===== config.mk =====
export PLATFORM = sky130hd
export DESIGN_NAME = hws_seq
export DESIGN_NICKNAME = d
export VERILOG_FILES = /design/src/rtl/hws_pkg.sv /design/src/rtl/hws_regs.sv /design/src/rtl/hws_fsm.sv /design/src/rtl/hws_seq.sv
export SDC_FILE = /design/constraint.sdc
export NUM_CORES = 1
export LEC_CHECK = 0
export ABC_AREA = 1
export BUFFER_PORTS_ARGS = -buffer_cell sky130_fd_sc_hd__buf_2
export CAP_MARGIN = 30
export CORE_ASPECT_RATIO = 1.5
export CORE_UTILIZATION = 55
export CTS_CLUSTER_SIZE = 8
export DETAILED_ROUTE_END_ITERATION = 8
export HOLD_SLACK_MARGIN = 0.08
export PLACE_DENSITY = 0.85
export SLEW_MARGIN = 30
export SYNTH_ARGS = -nofsm -noshare
export SYNTH_HDL_FRONTEND = slang
export SYNTH_SLANG_ARGS = --single-unit
export TNS_END_PERCENT = 30

===== constraint.sdc =====
create_clock -name clk -period 4.81 [get_ports clk]
set_input_delay 0.962 -clock clk [delete_from_list [all_inputs] [get_ports clk]]
set_output_delay 0.962 -clock clk [all_outputs]
set_load 0.02 [all_outputs]

===== src/rtl/hws_pkg.sv =====
package hws_pkg;
  typedef enum logic [1:0] {ST_RUN, ST_HIB, ST_FILT, ST_HOLD} seq_st_t;

  localparam logic [31:0] FILT_MASK = 32'h0000_FFE0;
  localparam logic [31:0] HOLD_MASK = 32'h0000_0FE0;

  function automatic logic [31:0] filt_field(input logic [31:0] v);
    return v & FILT_MASK;
  endfunction

  function automatic logic [31:0] hold_field(input logic [31:0] v);
    return v & HOLD_MASK;
  endfunction

  // true once the number of ticks already counted covers the limit
  function automatic logic limit_met(input logic [15:0] cnt, input logic [15:0] lim);
    return cnt >= lim;
  endfunction
endpackage


===== src/rtl/hws_regs.sv =====
module hws_regs
  import hws_pkg::*;
#(
  parameter int AW = 8,
  parameter int DW = 32,
  parameter int LW = 16,
  parameter logic [AW-1:0] OFS_SLEEP = 8'h20,
  parameter logic [AW-1:0] OFS_FILT  = 8'h24,
  parameter logic [AW-1:0] OFS_HOLD  = 8'h28
) (
  input  logic          clk,
  input  logic          rst_n,
  input  logic          wr_en,
  input  logic [AW-1:0] addr,
  input  logic [DW-1:0] wdata,
  input  logic          asleep,
  output logic [DW-1:0] rdata,
  output logic [LW-1:0] filt_lim,
  output logic [LW-1:0] hold_lim,
  output logic          sleep_wr
);
  logic [DW-1:0] filt_q, hold_q;

  always_ff @(posedge clk or negedge rst_n) begin
    if (!rst_n) begin
      filt_q <= '0;
      hold_q <= '0;
    end else if (wr_en) begin
      if (addr == OFS_FILT) filt_q <= filt_field(wdata);
      if (addr == OFS_HOLD) hold_q <= hold_field(wdata);
    end
  end

  assign sleep_wr = wr_en && (addr == OFS_SLEEP) && wdata[0];
  assign filt_lim = filt_q[LW-1:0];
  assign hold_lim = hold_q[LW-1:0];

  always_comb begin
    rdata = '0;
    if (addr == OFS_SLEEP)     rdata = {{(DW-1){1'b0}}, asleep};
    else if (addr == OFS_FILT) rdata = filt_q;
    else if (addr == OFS_HOLD) rdata = hold_q;
  end
endmodule


===== src/rtl/hws_fsm.sv =====
module hws_fsm
  import hws_pkg::*;
#(
  parameter int LW = 16
) (
  input  logic          clk,
  input  logic          rst_n,
  input  logic          sleep_wr,
  input  logic          wake_n,
  input  logic [LW-1:0] filt_lim,
  input  logic [LW-1:0] hold_lim,
  output seq_st_t       state,
  output logic          sleep_req,
  output logic          wake_ok,
  output logic          wake_abort,
  output logic          hold_done,
  output logic          pwr_en,
  output logic          rst_out_n
);
  seq_st_t       st, st_n;
  logic [LW-1:0] cnt, cnt_n;

  assign sleep_req  = (st == ST_RUN) && sleep_wr;
  assign wake_abort = (st == ST_FILT) && wake_n;
  assign wake_ok    = !wake_n &&
                      (((st == ST_HIB) && (filt_lim == '0)) ||
                       ((st == ST_FILT) && limit_met(cnt, filt_lim)));
  assign hold_done  = (st == ST_HOLD) && limit_met(cnt, hold_lim);

  always_comb begin
    st_n  = st;
    cnt_n = cnt;
    unique case (st)
      ST_RUN:  if (sleep_req) st_n = ST_HIB;
      ST_HIB:  if (wake_ok) begin
                 st_n  = ST_HOLD;
                 cnt_n = '0;
               end else if (!wake_n) begin
                 st_n  = ST_FILT;
                 cnt_n = {{(LW-1){1'b0}}, 1'b1};
               end
      ST_FILT: if (wake_abort) begin
                 st_n  = ST_HIB;
                 cnt_n = '0;
               end else if (wake_ok) begin
                 st_n  = ST_HOLD;
                 cnt_n = '0;
               end else begin
                 cnt_n = cnt + 1'b1;
               end
      ST_HOLD: if (hold_done) st_n = ST_RUN;
               else           cnt_n = cnt + 1'b1;
      default: st_n = ST_RUN;
    endcase
  end

  always_ff @(posedge clk or negedge rst_n) begin
    if (!rst_n) begin
      st  <= ST_RUN;
      cnt <= '0;
    end else begin
      st  <= st_n;
      cnt <= cnt_n;
    end
  end

  assign state     = st;
  assign pwr_en    = (st == ST_RUN) || (st == ST_HOLD);
  assign rst_out_n = (st == ST_RUN);
endmodule


===== src/rtl/hws_seq.sv =====
module hws_seq
  import hws_pkg::*;
#(
  parameter int AW = 8,
  parameter int DW = 32,
  parameter logic [AW-1:0] OFS_SLEEP = 8'h20,
  parameter logic [AW-1:0] OFS_FILT  = 8'h24,
  parameter logic [AW-1:0] OFS_HOLD  = 8'h28
) (
  input  logic          clk,
  input  logic          rst_n,
  input  logic          wr_en,
  input  logic [AW-1:0] addr,
  input  logic [DW-1:0] wdata,
  output logic [DW-1:0] rdata,
  input  logic          wake_n,
  output logic          pwr_en,
  output logic          rst_out_n
);
  localparam int LW = 16;

  seq_st_t       state;
  logic [LW-1:0] filt_lim, hold_lim;
  logic          sleep_wr, sleep_req, wake_ok, wake_abort, hold_done;

  hws_regs #(
    .AW(AW), .DW(DW), .LW(LW),
    .OFS_SLEEP(OFS_SLEEP), .OFS_FILT(OFS_FILT), .OFS_HOLD(OFS_HOLD)
  ) u_regs (
    .clk(clk), .rst_n(rst_n), .wr_en(wr_en), .addr(addr), .wdata(wdata),
    .asleep(state != ST_RUN), .rdata(rdata),
    .filt_lim(filt_lim), .hold_lim(hold_lim), .sleep_wr(sleep_wr)
  );

  hws_fsm #(.LW(LW)) u_fsm (
    .clk(clk), .rst_n(rst_n), .sleep_wr(sleep_wr), .wake_n(wake_n),
    .filt_lim(filt_lim), .hold_lim(hold_lim), .state(state),
    .sleep_req(sleep_req), .wake_ok(wake_ok), .wake_abort(wake_abort),
    .hold_done(hold_done), .pwr_en(pwr_en), .rst_out_n(rst_out_n)
  );
endmodule


# Word level (Yosys, flattened, before mapping)
# Index checks and enable logic that the tools add are counted.
# totals
reg_bits	36
latch_bits	0
ramBits	0
rom_bits	0
in_bits	44
output_inout_bits	34
wordCells	53
n_memories	0
# classes
addsub	1
mul	0
div_mod_pow	0
order_cmp	2
n_eq_ne	11
shifts	0
mux	16
n_bitwise	0
reduce_logical	19
# op_table
operator	count
2-to-1 mux 16 bit	5
2-to-1 mux 32 bit	2
one-hot mux 16 bit (3 select lines)	1
equality test 8 x 6 -> 1 bit, second input constant	3
adder 16 x 1 -> 16 bit, second input constant	1
greater-or-equal comparator 16 x 12 -> 1 bit	1
greater-or-equal comparator 16 bit	1
logical NOT 16 bit	1
2-to-1 mux 12 bit	1
2-to-1 mux 2 bit	6
logical AND 1 bit	8
one-hot mux 2 bit (4 select lines)	1
equality test 2 bit, second input constant	2
inequality test 2 bit, second input constant	2
AND reduction 2 bit	2
AND reduction 4 bit	1
inequality test 3 x 1 -> 1 bit, second input constant	1
inequality test 3 x 2 -> 1 bit, second input constant	1
AND reduction 3 bit	1
nonzero test 3 bit	1
equality test 2 x 1 -> 1 bit, second input constant	1
logical NOT 2 bit	1
logical OR 1 bit	2
inequality test 2 x 1 -> 1 bit, second input constant	1
other kinds (2)	2

# Longest topological paths before layout
# Gate-level depths: netlist (run 1).
# depth
word_depth	7
ltp_mapped	14

# Hierarchy
# From an unflattened synthesis (run 1), not the netlist that was laid out.
# hier_totals
hier_cells	486
area_unflattened_um2	3485.8
# modules_own_cells
mod	n_inst	cells_per_inst	area_each_um2
hws_fsm	1	312	2150.8
hws_regs	1	171	1323.8
hws_seq	1	3	11.3

# Worst setup path after synthesis (run 1)
# OpenSTA, ideal clock, no wires.
# synth_timing
kind	input to output
startpoint	input addr[7]
endpoint	output rdata[7]
arrival_ns	1.971
t_required_ns	3.848
path_slack_ns	1.877
path_stages	5
path_buffers	0
path_cell_list	nor2_1 > nand3_1 > inv_1 > nand4_2 > o32ai_1
# synth_via
elab_chain_len	4
elab_cells_between_ends	6
cone_classes	eq/ne: 3; mux: 3
# synth_rtl
item	line	text
from (decl)	hws_seq.sv:13	input logic [AW-1:0] addr,
equality test 8 x 6 -> 1 bit	hws_regs.sv:42	else if (addr == OFS_HOLD) rdata = hold_q;
2-to-1 mux 12 bit	hws_regs.sv:42	
2-to-1 mux 32 bit	hws_regs.sv:41	else if (addr == OFS_FILT) rdata = filt_q;
2-to-1 mux 32 bit *	hws_regs.sv:40	if (addr == OFS_SLEEP) rdata = {{(DW-1){1'b0}}, asleep};
to (decl)	hws_seq.sv:15	output logic [DW-1:0] rdata,
# Every way passes the cells marked *; elsewhere a longest branch is shown, timed or not.

# Worst setup path in the final report (run 1)
# layout_timing
startpoint	input addr[1]
endpoint	output rdata[7]
# The elaborated chain is that of the path after synthesis.

==> results of run 1 <==
[placed cells by master (no fill, tap or decap)]
master / count
nand2_1: 94
nand4_2: 1
a21oi_1: 8
clkinvlp_4: 1
clkbuf_8: 5
dfrtp_1: 36
nor2_2: 1
o32ai_1: 1
ha_1: 24
nor3_2: 1
nand3_2: 2
o21bai_1: 1
nor2_1: 52
a22o_1: 2
nor2_4: 5
clkinv_2: 1
nand3_4: 1
nand2_2: 6
xor2_1: 6
nand3_1: 27
o21ai_2: 2
inv_1: 60
o21ai_1: 3
nand4_1: 5
nand3b_1: 2
nor4_1: 1
o21ai_0: 22
o22ai_1: 5
conb_1: 20
or2_2: 2
inv_2: 2
nor3b_1: 1
buf_2: 37
nor3_1: 6
bufinv_16: 1
[worst min-delay path by stage]
stage	from	depth (start not counted)	to
after detailed placement	u_regs.hold_q[8]$_DFFE_PN0P_	2	u_regs.hold_q[8]$_DFFE_PN0P_
after global routing	u_regs.filt_q[7]$_DFFE_PN0P_	2	u_regs.filt_q[7]$_DFFE_PN0P_
after CTS	u_regs.hold_q[8]$_DFFE_PN0P_	2	u_regs.hold_q[8]$_DFFE_PN0P_
final	u_regs.hold_q[8]$_DFFE_PN0P_	2	u_regs.hold_q[8]$_DFFE_PN0P_
after global placement	u_regs.hold_q[9]$_DFFE_PN0P_	2	u_regs.hold_q[9]$_DFFE_PN0P_
after floorplan	u_regs.filt_q[11]$_DFFE_PN0P_	2	u_regs.filt_q[11]$_DFFE_PN0P_
[stage by stage]
step / power (mW) / cells
after global placement: 0.7127 / 504
after floorplan: 0.6792 / 428
after global routing: 1.057 / 512
final: 0.9884 / 512
after detailed placement: 0.7245 / 504
after CTS: 0.9915 / 512
[area by class of cell]
class	instances	area, um^2	area share, %
Clock buffer	5	68.82	2.194
Multi-Input combinational cell	301	1622	51.70
Tap cell	68	85.08	2.712
Inverter	62	232.7	7.419
Clock inverter	3	42.54	1.356
Sequential cell	36	900.9	28.72
Timing Repair Buffer	37	185.2	5.903
[critical path: stages]
cell	delay, ns
buf_2	0.11
nor4_1	0.66
nand2_1	0.45
o32ai_1	0.25
buf_2	0.22
[where the power goes]
group          switching, mW  internal [mW]  total [mW]
Combinational          0.263         0.0991       0.362
Clock                  0.118          0.153       0.271
Sequential            0.0282          0.327       0.355
Total                  0.409          0.579       0.988
[cell usage after synthesis, types with 2 or more instances]
library cell   n
nand4_1        5
nand3_2        2
o22ai_1        5
a21oi_1        8
inv_1         60
ha_1          24
nor3_1         6
nor2_4         5
inv_2          2
buf_6          3
nand2_2        6
clkbuf_1       2
nand3_1       27
nand3b_1       2
dfrtp_1       36
buf_4         21
nand2_1       94
xor2_1         6
o21ai_1        3
or2_2          2
nor2_1        52
o21ai_2        2
buf_2          3
o21ai_0       22
a22o_1         2
[cells by family after synthesis]
kind of cell	after synthesis	share of synthesized area, %
buffers and inverters	91	15.41
xor gates and xnor gates	6	1.813
other	1	0.1294
DFF	36	31.09
and+or+nand+nor	207	32.64
AOI/OAI and AO/OA	44	8.550
adders and majority gates	24	10.36
[flip-flops by register name (all words and copies together), names as in the netlist]
register       cells
u_fsm.state        2
u_regs.hold_q      7
u_fsm.cnt         16
u_regs.filt_q     11
[routing by layer]
| metal | wire length [um] | track usage (%) | vias to the layer above |
|---|---|---|---|
| li1 | - | - | 1315 |
| met1 | 2443 | 30.06 | 1198 |
| met2 | 3335 | 43.48 | 70 |
| met3 | 217 | 3.725 | 16 |
| met4 | 223 | 13.07 | 0 |
| met5 | 0 | 0 | - |
==> flow_metrics.env, run 1 <==
export IMPL_crit_path_start="addr[1]"
export IMPL_yosysTopAreaCellShare_pct=31.09
export IMPL_cts_root_buffer="clkbuf_8"
export IMPL_drc_errors=0
export IMPL_mappedNetlistArea_um2=2898
export IMPL_cts_tree="built"
export IMPL_clock_path_buffers=2
export IMPL_antenna_found_initial=0
export IMPL_io_pins=78
export IMPL_ys_warn_count=0
export IMPL_rsz0062_at_grt="no"
export IMPL_p_per_area_nw_per_um2=315.1
export IMPL_tightest_slew_ns=0.8880
export IMPL_ys_seq_area_share_pct=31.09
export IMPL_ctsHoldBuffers=0
export IMPL_path_class="input pin to primary output"
export IMPL_yosys_cell_types_count=34
export IMPL_worst_setup_path_start_kind="input pin"
export IMPL_synthArstFlopShare_pct=100.0
export IMPL_dp_hpwl_um=4864
export IMPL_cts_buffers=5
export IMPL_worst_path_max_fanout=11
export IMPL_grt_overflow=0
export IMPL_leakage_nw=1.682
export IMPL_ff2ff_setup_slack_ns=2.68
export IMPL_critPathArrivalTime_ns=2.66
export IMPL_initial_core_util_pct=56.54
export IMPL_via_count=2599
export IMPL_clkSlewWorstSetupHoldPaths_ns=0.07
export IMPL_fp_dieH_um=90.90
export IMPL_worstPathRequired_ns=3.85
export IMPL_cap_violations=0
export IMPL_drtAntennaViolNets=0
export IMPL_r2r_end="u_fsm.cnt[10]$_DFFE_PN0P_"
export IMPL_cp_end_kind="primary output"
export IMPL_worstHoldPathType="flip-flop to flip-flop"
export IMPL_postCtsSetupBuffers=0
export IMPL_period_minus_slack_ns=3.619
export IMPL_setup_violations=0
export IMPL_placed_area_um2=3025
export IMPL_slew_violations=0
export IMPL_postSynthAreaPerCell_um2=7.085
export IMPL_finalWirelength_um=6219
export IMPL_cts_resized=0
export IMPL_pre_cts_slack_ns=1.226
export IMPL_gp_congestion=0.8762
export IMPL_cts_max_level=2
export IMPL_synth_ff_type="dfrtp_1"
export IMPL_portBuffers=37
export IMPL_yosysTopAreaCell="dfrtp_1"
export IMPL_grtUsageTotal_pct=25.70
export IMPL_drt_iter0_drc=58
export IMPL_hold_viol=0
export IMPL_viasPerCell=5.076
export IMPL_status="complete, no violations"
export IMPL_syn_to_final_growth_pct=8.247
export IMPL_fill_cells=467
export IMPL_rows=32
export IMPL_synth_area_leaders="dfrtp_1 (31%), nand2_1 (12%), ha_1 (10%)"
export IMPL_whs_ns=0.4938
export IMPL_routedWlPerCell_um=12.15
export IMPL_grt_pass1_vias=2554
export IMPL_drive_gt1_share_pct=15.32
export IMPL_clock_latency_ns=0.30
export IMPL_grt_max_degree=37
export IMPL_finClkSkew_ns=0.01055
export IMPL_utilization_pct=61.21
export IMPL_endpoint="rdata[7]"
export IMPL_ys_ff_latch=36
export IMPL_r2r_worst_path_cells=12
export IMPL_fp_dieArea_um2=5569
export IMPL_coreArea_um2=5125
export IMPL_relSlewSlack_pct=40.58
export IMPL_fin_crit_sh_pct=75.24
export IMPL_grt_first_pass_wirelength_um=10810
export IMPL_finalNetCount=511
export IMPL_design_area_um2=3137
export IMPL_clock_sinks=36
export IMPL_firstDrtPassIters=4
export IMPL_r2r_start="u_fsm.cnt[11]$_DFFE_PN0P_"
export IMPL_tns_ns=0
export IMPL_layout_setup_ws_ns=1.191
export IMPL_die_width_um=61.27
export IMPL_max_clock_freq_mhz=276.3
export IMPL_ir_drop_mv=0.2546
export IMPL_netlist_instances=409
export IMPL_synth_edf_count=0
export IMPL_insertedDiodeCount=0
Note: power is estimated with default switching activity, not from simulation.
==> run 2, diff against run 1 <==
ABC_AREA = 0   (was 1)
CORE_UTILIZATION = 52   (was 55)
PLACE_DENSITY = 0.82   (was 0.85)
clock period = 3.6 ns   (was 4.81 ns; I/O delays follow)
==> run 2 against run 1 <==
  * Clock skew down 0.0067 ns
  * Final cell count down 25%
  * Register-to-register slack worse by 1.7 ns
  * Global-route usage down 2.0 points
  * Worst setup slack worse by 0.46 ns
  * Total power up 34%
  * Sequential power up 36%
==> flow_metrics.env, run 2 <==
export IMPL_cap_violations=0
export IMPL_top_register="u_fsm.cnt"
export IMPL_crit_top_cell="buf_2"
export IMPL_layout_commonest_cell="buf_2"
export IMPL_die_width_um=59.97
export IMPL_grt_max_degree=37
export IMPL_power_share_sequential_pct=36.4
export IMPL_yosysMostFrequentCell="dfrtp_1"
export IMPL_design_area_um2=2892
export IMPL_worstPathRequired_ns=2.88
export IMPL_clockPowerShare_pct=22.5
export IMPL_cts_tree="built"
export IMPL_yosysTopAreaCell="dfrtp_1"
export IMPL_postSynthAreaPerCell_um2=9.429
export IMPL_finalNetCount=384
export IMPL_switching_share_pct=40.12
export IMPL_relSlewSlack_pct=45.86
export IMPL_r2r_start="u_fsm.cnt[5]$_DFFE_PN0P_"
export IMPL_whs_ns=0.5132
export IMPL_drtAntennaViolNets=0
export IMPL_initial_core_util_pct=54.06
export IMPL_path_class="input pin to primary output"
export IMPL_ys_seq_area_share_pct=34.37
export IMPL_worstHoldPathType="input pin to async pin"
export IMPL_syn_to_final_growth_pct=10.31
export IMPL_fin_crit_sh_pct=79.60
export IMPL_io_pins=78
export IMPL_fill_cells=412
export IMPL_ys_warn_count=0
export IMPL_synth_ff_type="dfrtp_1"
export IMPL_postCtsSetupBuffers=0
export IMPL_cts_buffers=5
export IMPL_cts_resized=0
export IMPL_grt_pass1_vias=2158
export IMPL_r2r_end="u_fsm.cnt[6]$_DFFE_PN0P_"
export IMPL_drive_gt1_share_pct=23.66
export IMPL_crit_family="simple AND/OR/NAND/NOR gates"
export IMPL_tightest_slew_ns=0.8121
export IMPL_cp_end_kind="primary output"
export IMPL_power_switching_uw=531.5
export IMPL_p_int_uw=793.1
export IMPL_path_buf_inv=2
export IMPL_insertedDiodeCount=0
export IMPL_firstDrtPassIters=4
export IMPL_gp_congestion=0.9402
export IMPL_clock_sinks=36
export IMPL_cts_root_buffer="clkbuf_8"
export IMPL_clkSlewWorstSetupHoldPaths_ns=0.07
export IMPL_ff2ff_setup_slack_ns=0.98
export IMPL_synth_edf_count=0
export IMPL_hold_viol=0
export IMPL_ctsHoldBuffers=0
export IMPL_viasPerCell=5.856
export IMPL_finalWirelength_um=5532
export IMPL_layout_common_cells="buf_2 (37), dfrtp_1 (36), inv_1 (27)"
export IMPL_routedWlPerCell_um=14.44
export IMPL_clock_path_buffers=2
export IMPL_period_minus_slack_ns=2.866
export IMPL_p_comb_share_pct=41.1
export IMPL_grt_first_pass_wirelength_um=9446
export IMPL_critPathArrivalTime_ns=2.15
export IMPL_leakage_nw=1.374
export IMPL_ys_ff_latch=36
export IMPL_antenna_found_initial=0
export IMPL_critical_path_slowest_cell="nor3b_2"
export IMPL_ir_drop_mv=0.2072
export IMPL_finalPower_mw=1.325
export IMPL_worst_path_max_fanout=8
export IMPL_drt_iter0_drc=97
export IMPL_ys_top_cells_by_count="dfrtp_1 (36), inv_1 (27), ha_1 (24)"
export IMPL_max_clock_freq_mhz=348.9
export IMPL_placed_area_um2=2799
export IMPL_finClkSkew_ns=0.003873
export IMPL_cp_depth=6
export IMPL_status="complete, no violations"
export IMPL_rows=31
export IMPL_utilization_pct=59.64
export IMPL_worst_setup_path_start_kind="input pin"
export IMPL_r2r_worst_path_cells=9
export IMPL_via_count=2243
export IMPL_tns_ns=0
export IMPL_yosysTopAreaCellShare_pct=34.37
export IMPL_dp_hpwl_um=4313
export IMPL_largest_reg_flops=16
export IMPL_coreArea_um2=4848
export IMPL_portBuffers=37
export IMPL_drc_errors=0
export IMPL_fp_dieH_um=88.96
export IMPL_top_regs="u_fsm.cnt (16), u_regs.filt_q (11), u_regs.hold_q (7)"
export IMPL_yosys_cell_types_count=50
export IMPL_synthArstFlopShare_pct=100.0
export IMPL_clock_latency_ns=0.29
export IMPL_mappedNetlistArea_um2=2621
export IMPL_crit_path_start="addr[1]"
export IMPL_cp_slowest_stage_delay_ns=0.51
export IMPL_netlist_instances=278
export IMPL_slew_violations=0
export IMPL_path_cells="buf_2 -> nor4b_1 -> nand2_1 -> nor3b_2 -> a22o_1 -> buf_2"
export IMPL_setup_violations=0
export IMPL_fp_dieArea_um2=5335
export IMPL_grt_overflow=0
export IMPL_grtUsageTotal_pct=23.75
export IMPL_synth_area_leaders="dfrtp_1 (34%), ha_1 (11%), mux2_2 (7.7%)"
export IMPL_rsz0062_at_grt="no"
export IMPL_endpoint="rdata[5]"
export IMPL_cts_max_level=2
export IMPL_p_per_area_nw_per_um2=458.1
run 2: cell types whose count changed after synthesis, moves of 10 or more:
cell     before  now
o21ai_0      22   12
nor2_1       52   10
nand3_1      27    6
mux2_2        0   18
inv_1        60   27
a22o_1        2   12
nand2_1      94   15
run 2: cell families after synthesis:
group	after synthesis	share of synthesized area, %
other	1	0.1431
AND/OR/NAND/NOR	83	18.00
XOR/XNOR	2	0.6684
adder cells (fa/ha/maj)	24	11.46
buffers and inverters	54	10.60
flip-flops	36	34.37
multiplexers	20	8.496
AO/OA/AOI/OAI	58	16.28
run 2: power groups by stage:
stage	clock, mW	sequential (mW)	combinational (mW)
final	0.298	0.482	0.544
after global routing	0.324	0.488	0.616
after CTS	0.304	0.482	0.547
after detailed placement	0	0.490	0.543
after global placement	0	0.488	0.534
after floorplan	0	0.476	0.424
run 2: per-layer routing:
| metal | track usage, % | wire length [um] | part of all wire (%) |
|---|---|---|---|
| met1 | 25.02 | 2123 | 38 |
| met2 | 43.54 | 3032 | 55 |
| met3 | 4.052 | 191 | 3.5 |
| met4 | 13.11 | 184 | 3.3 |
| met5 | 0 | 0 | 0 |
run 2: per-stage QoR:
| stage | setup slack, ns | instances |
|---|---|---|
| final | 0.7342 | 383 |
| after global routing | 0.5804 | 383 |
| after CTS | 0.7183 | 383 |
| after detailed placement | 0.7234 | 375 |
| after global placement | 0.7329 | 375 |
| after floorplan | 0.8903 | 297 |
run 2: worst min-delay path by stage:
stage | startpoint | depth (start not counted) | endpoint
global route | u_regs.hold_q[7]$_DFFE_PN0P_ | 1 | u_regs.hold_q[7]$_DFFE_PN0P_
detailed placement | u_regs.hold_q[6]$_DFFE_PN0P_ | 1 | u_regs.hold_q[6]$_DFFE_PN0P_
finish | rst_n | 1 | u_regs.filt_q[10]$_DFFE_PN0P_
CTS | u_regs.hold_q[6]$_DFFE_PN0P_ | 1 | u_regs.hold_q[6]$_DFFE_PN0P_
global placement | u_regs.hold_q[8]$_DFFE_PN0P_ | 1 | u_regs.hold_q[8]$_DFFE_PN0P_
floorplan | rst_n | 0 | u_fsm.cnt[0]$_DFFE_PN0P_
run 2: layout make-up:
cell class                      count  area [um^2]  share of cell area [%]
Timing Repair Buffer               39        200.2                   6.923
Clock buffer                        6        82.58                   2.856
Tap cell                           66        82.58                   2.856
Sequential cell                    36        900.9                   31.16
Clock inverter                      2        10.01                  0.3462
Inverter                           27        101.3                   3.505
Multi-Input combinational cell    207         1514                   52.36
